--- config.mk ---
export PLATFORM = sky130hd
export DESIGN_NAME = csio_port
export DESIGN_NICKNAME = d
export VERILOG_FILES = /design/src/rtl/csio_pkg.sv /design/src/rtl/csio_baud.sv /design/src/rtl/csio_sync.sv /design/src/rtl/csio_shifter.sv /design/src/rtl/csio_port.sv
export SDC_FILE = /design/constraint.sdc
export NUM_CORES = 1
export LEC_CHECK = 0
export ABC_CLOCK_PERIOD_IN_PS = 5400
export BUFFER_PORTS_ARGS = -buffer_cell sky130_fd_sc_hd__buf_2
export CORE_AREA = 4 4 118 120
export CTS_CLUSTER_DIAMETER = 30
export DETAILED_ROUTE_END_ITERATION = 8
export DIE_AREA = 0 0 122 124
export SETUP_SLACK_MARGIN = 0.4
export SYNTH_ARGS = -nofsm -noshare
export SYNTH_HDL_FRONTEND = slang
export SYNTH_SLANG_ARGS = --single-unit
--- constraint.sdc ---
create_clock -name clk -period 5.4 [get_ports clk]
set_input_delay 0.54 -clock clk [delete_from_list [all_inputs] [get_ports clk]]
set_output_delay 0.54 -clock clk [all_outputs]
set_load 0.03 [all_outputs]
--- src/rtl/csio_pkg.sv ---
package csio_pkg;
  localparam int SIO_DATA_W = 8;
  localparam int SIO_DIV_W  = 8;
  localparam int PRE_MID    = 8;
  localparam int PRE_MAX    = 32;
  localparam int CNT_W      = SIO_DIV_W + $clog2(PRE_MAX) + 1;

  localparam logic [1:0] A_CTRL = 2'd0;
  localparam logic [1:0] A_DIV  = 2'd1;
  localparam logic [1:0] A_DATA = 2'd2;
  localparam logic [1:0] A_STAT = 2'd3;

  typedef enum logic [1:0] {ST_IDLE, ST_RUN, ST_HOLD} xfer_st_t;

  typedef struct packed {
    logic [1:0] spare;
    logic       idle_lvl;
    logic       pol;
    logic       msb_first;
    logic       int_clk;
    logic [1:0] pre_sel;
  } ctrl_t;

  // base clocks per half transfer-clock period
  function automatic logic [CNT_W-1:0] half_period(input logic [SIO_DIV_W-1:0] n,
                                                   input logic [1:0] sel);
    logic [CNT_W-1:0] m;
    m = CNT_W'(n) + CNT_W'(1);
    case (sel)
      2'b00:   half_period = m;
      2'b01:   half_period = m * CNT_W'(PRE_MID);
      default: half_period = m * CNT_W'(PRE_MAX);
    endcase
  endfunction
endpackage

--- src/rtl/csio_baud.sv ---
module csio_baud
  import csio_pkg::*;
(
  input  logic                 clk,
  input  logic                 rst_n,
  input  logic                 run,
  input  logic                 restart,
  input  logic [SIO_DIV_W-1:0] div_n,
  input  logic [1:0]           pre_sel,
  output logic                 tick
);
  logic [CNT_W-1:0] cnt;
  logic [CNT_W-1:0] hp;

  assign hp   = half_period(div_n, pre_sel);
  assign tick = run && !restart && (cnt == hp - CNT_W'(1));

  always_ff @(posedge clk or negedge rst_n) begin
    if (!rst_n)               cnt <= '0;
    else if (restart || !run) cnt <= '0;
    else if (tick)            cnt <= '0;
    else                      cnt <= cnt + CNT_W'(1);
  end
endmodule

--- src/rtl/csio_sync.sv ---
module csio_sync #(
  parameter int STAGES = 2
) (
  input  logic clk,
  input  logic rst_n,
  input  logic pin,
  input  logic pol,
  output logic lead,
  output logic trail
);
  logic [STAGES:0] sh;
  logic cur, prev, rise, fall;

  always_ff @(posedge clk or negedge rst_n) begin
    if (!rst_n) sh <= '0;
    else        sh <= {sh[STAGES-1:0], pin};
  end

  assign cur   = sh[STAGES-1];
  assign prev  = sh[STAGES];
  assign rise  = cur & ~prev;
  assign fall  = ~cur & prev;
  assign lead  = pol ? rise : fall;
  assign trail = pol ? fall : rise;
endmodule

--- src/rtl/csio_shifter.sv ---
module csio_shifter #(
  parameter int DATA_W = 8
) (
  input  logic              clk,
  input  logic              rst_n,
  input  logic              load,
  input  logic [DATA_W-1:0] load_val,
  input  logic              drive,
  input  logic              sample,
  input  logic              msb_first,
  input  logic              sdi,
  output logic [DATA_W-1:0] shreg,
  output logic              out_bit,
  output logic              last_sample
);
  localparam int BC_W = $clog2(DATA_W);
  logic [BC_W-1:0] bcnt;

  assign last_sample = sample && (bcnt == BC_W'(DATA_W - 1));

  always_ff @(posedge clk or negedge rst_n) begin
    if (!rst_n) begin
      shreg <= '0;
      bcnt  <= '0;
    end else if (load) begin
      shreg <= load_val;
      bcnt  <= '0;
    end else if (sample) begin
      shreg <= msb_first ? {shreg[DATA_W-2:0], sdi} : {sdi, shreg[DATA_W-1:1]};
      bcnt  <= bcnt + BC_W'(1);
    end
  end

  always_ff @(posedge clk or negedge rst_n) begin
    if (!rst_n)     out_bit <= 1'b0;
    else if (drive) out_bit <= msb_first ? shreg[DATA_W-1] : shreg[0];
  end
endmodule

--- src/rtl/csio_port.sv ---
module csio_port
  import csio_pkg::*;
#(
  parameter int SYNC_STAGES = 2
) (
  input  logic       clk,
  input  logic       rst_n,
  input  logic       wr_en,
  input  logic [1:0] wr_addr,
  input  logic [7:0] wr_data,
  input  logic [1:0] rd_addr,
  output logic [7:0] rd_data,
  input  logic       sclk_in,
  output logic       sclk_out,
  output logic       sclk_oe,
  input  logic       sdi,
  output logic       sdo,
  output logic       sdo_oe,
  output logic       irq
);
  ctrl_t                 ctrl;
  logic [SIO_DIV_W-1:0]  div_n;
  xfer_st_t              st;
  logic                  phase, sclk_act, oe_q, err_q;
  logic                  tick, ext_lead, ext_trail;
  logic                  step_lead, step_trail, done;
  logic [SIO_DATA_W-1:0] shreg;
  logic                  out_bit, last_sample;

  // named events for the checker
  logic int_clk, pol, busy, hold_st, data_wr, start, reject;
  assign int_clk = ctrl.int_clk;
  assign pol     = ctrl.pol;
  assign busy    = (st == ST_RUN);
  assign hold_st = (st == ST_HOLD);
  assign data_wr = wr_en && (wr_addr == A_DATA);
  assign start   = data_wr && !busy;
  assign reject  = data_wr && busy;

  csio_baud u_baud (
    .clk(clk), .rst_n(rst_n), .run((st != ST_IDLE) && int_clk), .restart(start),
    .div_n(div_n), .pre_sel(ctrl.pre_sel), .tick(tick)
  );

  csio_sync #(.STAGES(SYNC_STAGES)) u_sync (
    .clk(clk), .rst_n(rst_n), .pin(sclk_in), .pol(pol),
    .lead(ext_lead), .trail(ext_trail)
  );

  assign step_lead  = busy && (int_clk ? (tick && !phase) : ext_lead);
  assign step_trail = busy && (int_clk ? (tick && phase) : ext_trail);
  assign done       = last_sample;

  csio_shifter #(.DATA_W(SIO_DATA_W)) u_shift (
    .clk(clk), .rst_n(rst_n), .load(start), .load_val(wr_data),
    .drive(step_lead), .sample(step_trail), .msb_first(ctrl.msb_first),
    .sdi(sdi), .shreg(shreg), .out_bit(out_bit), .last_sample(last_sample)
  );

  // register file
  always_ff @(posedge clk or negedge rst_n) begin
    if (!rst_n) begin
      ctrl  <= '0;
      div_n <= '0;
      err_q <= 1'b0;
    end else begin
      if (wr_en && wr_addr == A_CTRL) ctrl  <= ctrl_t'(wr_data);
      if (wr_en && wr_addr == A_DIV)  div_n <= wr_data;
      if (reject)                          err_q <= 1'b1;
      else if (wr_en && wr_addr == A_STAT) err_q <= 1'b0;
    end
  end

  // transfer sequencer
  always_ff @(posedge clk or negedge rst_n) begin
    if (!rst_n) begin
      st       <= ST_IDLE;
      phase    <= 1'b0;
      sclk_act <= 1'b0;
      oe_q     <= 1'b0;
      irq      <= 1'b0;
    end else begin
      irq <= done;
      if (start) begin
        st       <= ST_RUN;
        phase    <= 1'b0;
        sclk_act <= 1'b0;
        oe_q     <= 1'b0;
      end else begin
        case (st)
          ST_RUN: begin
            if (step_lead) begin
              phase    <= 1'b1;
              sclk_act <= 1'b1;
              oe_q     <= 1'b1;
            end
            if (step_trail) begin
              phase    <= 1'b0;
              sclk_act <= 1'b0;
              if (done) begin
                st <= int_clk ? ST_HOLD : ST_IDLE;
                if (!int_clk) oe_q <= 1'b0;
              end
            end
          end
          ST_HOLD: begin
            if (tick || !int_clk) begin
              oe_q <= 1'b0;
              st   <= ST_IDLE;
            end
          end
          default: ;
        endcase
      end
    end
  end

  assign sclk_oe  = int_clk;
  assign sclk_out = (sclk_act & int_clk) ^ ~pol;
  assign sdo_oe   = int_clk ? oe_q : 1'b1;
  assign sdo      = (int_clk || oe_q) ? out_bit : ctrl.idle_lvl;

  always_comb begin
    case (rd_addr)
      A_CTRL:  rd_data = ctrl;
      A_DIV:   rd_data = div_n;
      A_DATA:  rd_data = shreg;
      default: rd_data = {6'b0, err_q, busy};
    endcase
  end
endmodule

==> results of run 1 <==
==> critical path, stage by stage (launching register included) <==
cell and delay, ps:
dfrtp_1 550, ha_1 520, xor2_1 170, or3b_1 400, o21a_1 190, or4_1 570
o32a_1 390, or4_4 490, a211oi_4 430, or2_0 680, nor2_1 120
==> path summary, 6_finish.rpt <==
kind	startpoint	depth (start not counted)	end
min	rst_n	2	div_n[6]$_DFFE_PN0P_
min reg2reg	u_sync.sh[0]$_DFF_PN0_	0	u_sync.sh[1]$_DFF_PN0_
max	div_n[0]$_DFFE_PN0P_	10	u_baud.cnt[8]$_DFF_PN0_
max reg2reg	div_n[0]$_DFFE_PN0P_	10	u_baud.cnt[8]$_DFF_PN0_
max in group asynchronous	rst_n	2	u_sync.sh[2]$_DFF_PN0_
min in group clk	u_sync.sh[0]$_DFF_PN0_	0	u_sync.sh[1]$_DFF_PN0_
==> sequential cells by signal (all words and copies together), names as in the netlist <==
name and cells:
err_q 1, st 2, u_shift.bcnt 3, oe_q 1
sclk_act 1, sclk_oe 1, irq 1, u_baud.cnt 14
ctrl 6, u_shift.shreg 8, u_sync.sh 3, u_shift.out_bit 1
div_n 8, pol 1
==> kinds of logic (layout without fill, tap and decap cells) <==
kind of cell,Yosys count,in the layout,share of synthesized area (%)
simple gates,191,191,25.58
compound gates,76,76,15.19
flops,51,51,33.75
buf+inv,42,56,5.063
mux,39,39,11.58
xor+xnor,31,31,7.181
fa+ha+maj,5,5,1.655
==> stage by stage <==
step	hold slack, ps	util, %	power, uW
floorplan	244.4	-	1119
global placement	333.5	31.14	1266
detailed placement	335.6	31.14	1281
CTS	345.5	32.46	1651
global route	349.5	32.50	1768
finish	344.1	32.50	1643
==> cell usage after synthesis (all sizes together), types with 4 or more instances <==
| cell type | number |
|---|---|
| clkbuf | 10 |
| nand2b | 7 |
| nand4 | 8 |
| inv | 15 |
| mux2 | 18 |
| buf | 17 |
| o21ai | 14 |
| nor2 | 55 |
| nor2b | 9 |
| and3 | 7 |
| nor3 | 14 |
| and2 | 6 |
| a21oi | 10 |
| nor4 | 6 |
| ha | 5 |
| nand3 | 16 |
| nor3b | 4 |
| or4 | 4 |
| nand3b | 4 |
| dfrtp | 51 |
| a211oi | 7 |
| a221oi | 12 |
| xor2 | 16 |
| nand2 | 37 |
| xnor2 | 15 |
| mux2i | 19 |
==> final cells by class <==
cell class / instances / share of cell area (%)
clock buffer: 5 / 2.966
clock inverter: 3 / 1.097
inverter: 15 / 1.335
multi-input combinational: 342 / 54.98
sequential: 51 / 30.25
tap: 176 / 5.219
timing repair buffer: 33 / 4.152
==> layer usage <==
metal | up-vias | wire [um]
met2 | 75 | 4374
met5 | - | 0
met3 | 12 | 283
li1 | 1599 | -
met4 | 0 | 180
met1 | 1543 | 4303
==> report_power, final <==
part | leakage (uW) | internal (uW) | switching [uW] | total [uW]
clock network | 0.0000804 | 220 | 143 | 363
logic | 0.00102 | 289 | 387 | 676
registers | 0.000612 | 463 | 141 | 605
==> flow_results.org, run 1 <==
** Clock network
- Worst-Skew Late Latency :: 290 ps
- The longest clock path from root to sink contains 2 buffers.
- Number of hold buffers added after cts :: 0
- The tree is rooted in a clkbuf_16.
- The H-tree was split into 2 levels.
- Once the clock tree was built, the resizer swapped 0 gates to a different size.
- Clock tree synthesis inserted a total of 5 buffers.
- After clock tree synthesis, the setup repair step added 0 buffers.
- The clock net in this run drives a total of 51 sinks.
- CTS tree :: done
- After clock tree synthesis, the clock-pin slew on the worst setup and hold paths is 70 ps.

** Finish
- Most common cell after layout, fill and taps aside :: nor2_1
- Share of cells above drive strength 1 :: 16.26%
- Area growth syn-to-layout :: 11.58%
- In the final layout, the multi-input gates occupy 0.002320 mm^2.
- NumNets Final :: 470
- Antenna diode count :: 0
- Post-Layout Inst Area :: 0.004219 mm^2
- Leaving out fill and tap cells, the most frequent cells in the layout are 55 x nor2_1, 51 x dfrtp_1, 37 x nand2_1, 29 x buf_2, 19 x mux2i_1.
- Layout filler cell count :: 1358
- Final cell count without fillers :: 625
- Sequential Area :: 0.001276 mm^2

** Synth
- After synthesis, the share of flip-flops with an asynchronous set or reset is 100.0%.
- Ranked by total cell area, the synthesized netlist is headed by dfrtp_1 34%, nor2_1 5.5%, mux2_2 5.4%.
- Synthesized area divided by synthesized cell count :: 8.692 um^2
- Count of yosys warnings during synthesis :: 0
- Synth top area share :: 33.75%
- Synthesis produced a netlist whose cell count is 435.
- Cell type contributing the most total cell area after synthesis :: dfrtp_1
- The netlist uses 61 different library cells.
- Synthesized Nets :: 457
- In this run the cell area of the synthesized design comes to 0.003781 mm^2.
- Sequential element share of the synthesized area :: 33.75%
- Yosys mapped a number of flops with a built-in enable equal to 0.
- In the synthesized netlist the dominant register cell turns out to be dfrtp_1.
- Seq cells post-synth :: 51

** Worst setup path
- Kind of start point of the critical path :: flop
- STA classifies the critical path endpoint as a flop.
- By startpoint and endpoint, the worst setup path is classified as reg -> reg.
- Arrival time at the worst endpoint :: 4820 ps
- Register-to-register setup slack :: 720 ps
- Along the worst path, the maximum fanout reaches 14.
- Required time reported for the critical path endpoint :: 5540 ps

** STA
- For the pin with the worst max-slew slack, the measured transition is 812.1 ps.
- The final number of max-transition violations was 0.
- Headroom to the max-slew limit came out at 45.40%.
- The final hold violation count is 0.
- Final critical delay including setup and external delays :: 4683 ps
- Setup repair after global routing missed its margin :: false
- Summed over all failing endpoints, the final setup total negative slack is 0 ps.
- Setup violations remaining at the end of the flow were counted as 0.
- Maximum clock frequency :: 213.5 MHz
- Clock skew on the completed layout was measured at 7.580 ps.
- Worst setup slack after layout :: 717.2 ps
- Final period util :: 86.72%

** GRT
- Wire length of the first global-routing pass :: 15630 um
- Global-route layer with the greatest usage :: met2
- Maximum number of pins on one net before global-route repair :: 52
- Met2 demand-to-capacity share in global routing :: 21.37%
- The number of antenna violations at the first check in global routing was 0.
- Global routing used 12.66% of the available tracks.
- For met3 alone, demand over resource in global routing was 1.862%.
- Routing usage on met1 :: 16.70%
- GRT overflow :: 0
- Number of global-route vias before repair :: 3140

** Place
- Post-DP Area :: 0.004041 mm^2
- Half-perimeter wire length of the detailed placement result :: 6825 um
- At the end of routability-driven placement, the weighted congestion stood at 0.8634.
- The number of placed instances, taps included, is 617.
- Port buffering added 29 buffers.
- Pre-CTS setup slack :: 597.7 ps

** Detailed routing
- In this run the remaining antenna-violating nets after routing total 0.
- For this block, the initial DRC count from the detailed router was 186.
- Wires add up to 9143 um.
- For this block, the via count after detailed routing is 3229.
- DRC :: 0
- Number of search-and-repair iterations in the first detailed-routing pass :: 4
- Via count normalized by instance count :: 5.166
- Average wire length per cell after detail routing :: 14.63 um

** Floorplanning
- I/O pins :: 30
- Once the floorplan was initialized, standard cells occupied 29.13% of the core.
- The die is 122 um wide.
- Area enclosed by the die boundary :: 0.01513 mm^2
- Standard cell core area :: 0.01298 mm^2
- In this run the core area contains 42 standard-cell rows.
- The die is 124 um tall.

** Outcome
- The run finished with clean final reports.

** Min path
- The tightest min-delay check is of the in -> async type.

** Job
- Max-cap violations in this run came to 0.

** Pwr
- IR analysis of the VDD net gives a maximum drop of 0.3650 mV.
- Dividing total power by cell area gives a power density of 389.5 mW/mm^2.
- Leakage power figure :: 0.001718 uW
Power figures use the tool's default switching activity.
==> inputs of run 2 (changes only) <==
- CTS_CLUSTER_SIZE: default -> 30
- RECOVER_POWER: default -> 50
==> run 2 against run 1 <==
Effect of this change: register-to-register slack barely moved; non-clock buffer count unchanged; sequential power is essentially flat; combinational power barely moved; largest power group unchanged; cell count stayed put; the flow now finishes with violations (capacitance limit, slew limit).
==> flow_results.org, run 2 (synthesis gave the netlist of run 1 again) <==
** Finish
- Post-Layout Inst Area :: 0.004210 mm^2 (-0.21%)
- Largest register by flop count :: u_baud.cnt
- The count of nets after finishing was 470 (unchanged).
- Largest registers in the final layout :: u_baud.cnt: 14 flops, div_n: 8 flops, u_shift.shreg: 8 flops
- The flip-flop count of the largest register after layout was 14 (unchanged).
- Highest-count cells in the layout ignoring fill and taps :: 55 x nor2_1, 51 x dfrtp_1, 37 x nand2_1, 28 x buf_2, 19 x mux2i_1
- The area growth from synthesis to layout is 11.35%.
- The number of diodes was 0 (unchanged).
- Leaving out fill and tap cells, the most frequent cell in the layout is nor2_1.
- The fraction of final layout cells sized beyond drive strength 1 is 15.59% (-0.67 points).

** STA
- The relative max-transition margin was -86.27% (-130 points).
- The final number of max-transition violations is 52 (+52).
- Maximum clock frequency :: 213.4 MHz (about the same)
- Smallest hold slack :: 347.0 ps (+2.856 ps)
- The actual transition at the worst max-transition pin is 2794 ps (+1982 ps).
- The final worst slack came to 714.7 ps (-2.496 ps).
- The final hold violation count is 0 (unchanged).
- Setup repair after global routing left no endpoint under its margin.
- Final-report setup violation count :: 0 (unchanged)
- The final total negative setup slack came to 0 ps (unchanged).
- The final cycle utilization of the critical path is 86.76% (about the same).
- Worst clock skew :: 8.075 ps (+0.4947 ps)
- Final critical delay including setup and external delays :: 4685 ps (+2.496 ps)

** Detailed routing
- Overall via count from detail_route :: 3233 (+0.12%)
- The residual DRC count was 0 (unchanged).
- The mean number of vias per cell was 5.173 (+0.12%).
- The total detailed-routing wirelength is 9165 um (+0.24%).
- The average routed wire per standard cell came to 14.66 um (+0.24%).
- The number of antenna-violating nets in the routed design came to 0 (unchanged).
- The number of optimization iterations in the first detailed-route pass is 4 (unchanged).
- Number of DRC markers in iteration 0 :: 192 (+3.2%)

** Min path
- The worst hold path was traced through 0 stages.
- In this run the worst hold path is classified as reg -> reg.

** Outcome
- The checks that failed: capacitance limit, slew limit.
- The flow ran to the end, but the final reports show violations.

** Pwr
- Leakage power figure :: 0.001707 uW (-0.61%)
- The power per cell area came to 390.4 mW/mm^2 (+0.23%).
- The worst supply voltage drop on vdd came to 0.3667 mV (+0.46%).

** Clock network
- TritonCTS built the clock tree.
- The total number of clock tree sinks is 51 (unchanged).
- Master cell of the clock root buffer :: clkbuf_16
- Number of hold buffers added after cts :: 0 (unchanged)
- Worst-Skew Late Latency :: 290 ps (about the same)
- Clock transition at path regs :: 70 ps (about the same)
- Max clock buf depth :: 2 (unchanged)
- The H-tree depth is 2 (unchanged).
- Inserted Clock Buffers :: 5 (unchanged)

** Worst setup path
- STA classifies the critical path endpoint as a flop.
- The worst reg-to-reg path cell count was 10 (unchanged).
- The largest fanout of any net on the critical path is 14 (unchanged).
- The worst setup path is launched from a flop.
- The setup path with the least slack is of type reg -> reg.
- Required time reported for the critical path endpoint :: 5540 ps (about the same)
- Arrival time at the worst endpoint :: 4830 ps (about the same)

** Floorplanning
- Standard cell core area :: 0.01298 mm^2 (unchanged)
- Count of standard-cell rows :: 42 (unchanged)
- Area enclosed by the die boundary :: 0.01513 mm^2 (unchanged)
- Chip height :: 124 um (unchanged)
- Initial Util :: 29.13% (unchanged)
- Chip Width :: 122 um (unchanged)
- I/O pins :: 30 (unchanged)

** Place
- Number of port buffers :: 29 (unchanged)
- Last weighted congestion value of the routability-driven placer :: 0.8634 (unchanged)
- The placement-stage cell area came to 0.004041 mm^2 (unchanged).
- Pre-CTS setup slack :: 597.7 ps (unchanged)
- The HPWL reported at the end of detailed placement came to 6825 um (unchanged).

** Job
- The number of violations of the max-capacitance limit was 1 (+1).

** GRT
- The largest net degree at the start of global routing was 52 (unchanged).
- The global-route usage over all layers was 12.66% (unchanged).
- Wire length of the first global-routing pass :: 15630 um (unchanged)
- Number of global-route vias before repair :: 3140 (unchanged)
- GRT overflow :: 0 (unchanged)
- The number of antenna violations at the first check in global routing came to 0 (unchanged).
[run 2: stage by stage]
stage                     utilization (%)  cells  power, uW
after floorplan                         -    435       1119
after global placement              31.14    617       1266
after detailed placement            31.14    617       1281
after CTS                           32.46    625       1651
after global routing                32.44    625       1767
final                               32.44    625       1644
[run 2: worst paths after layout]
check	from	slack, ps	endpoint
max in group asynchronous	rst_n	2570	st[0]$_DFFE_PN0P_
worst max-delay path	div_n[0]$_DFFE_PN0P_	710	u_baud.cnt[8]$_DFF_PN0_
worst min register to register	u_sync.sh[0]$_DFF_PN0_	350	u_sync.sh[1]$_DFF_PN0_
worst min-delay path	u_sync.sh[0]$_DFF_PN0_	350	u_sync.sh[1]$_DFF_PN0_
min in group asynchronous	rst_n	1230	div_n[6]$_DFFE_PN0P_
worst max register to register	div_n[0]$_DFFE_PN0P_	710	u_baud.cnt[8]$_DFF_PN0_
[run 2: critical path: stages, from the launching register on]
cell and delay, ps:
dfrtp_1 550, ha_1 520, xor2_1 180, or3b_1 400, o21a_1 190, or4_1 570, o32a_1 390, or4_4 490
a211oi_4 430, or2_0 680, nor2_1 120
[run 2: power breakdown]
part | switching, uW | internal, uW
combinational | 387 | 288
sequential | 142 | 463
clock | 143 | 220
[run 2: final cells by class]
type                    instances  area [um^2]
flip-flops and latches         51         1276
repair buffers                 33        166.4
fillers                      1362         8770
well taps                     176        220.2
multi-input cells             342         2320
inverters                      15        56.30
clock inverters                 3        46.29
clock buffers                   5        125.1
[run 2: per-layer routing]
metal  up-vias  GRT usage (%)  part of all wire (%)
li1       1599              -                     -
met1      1554          16.70                    47
met2        68          21.37                    48
met3        12          1.862                   2.9
met4         0          4.132                   2.0
met5         -              0                     0
[run 2: what timing repair did]
item | 4_1_cts | 5_1_grt
buffers inserted | 0 | 0
endpoints found under the hold margin | 0 | 0
resized for setup | 0 | 1
setup endpoints to repair | 0 | 14
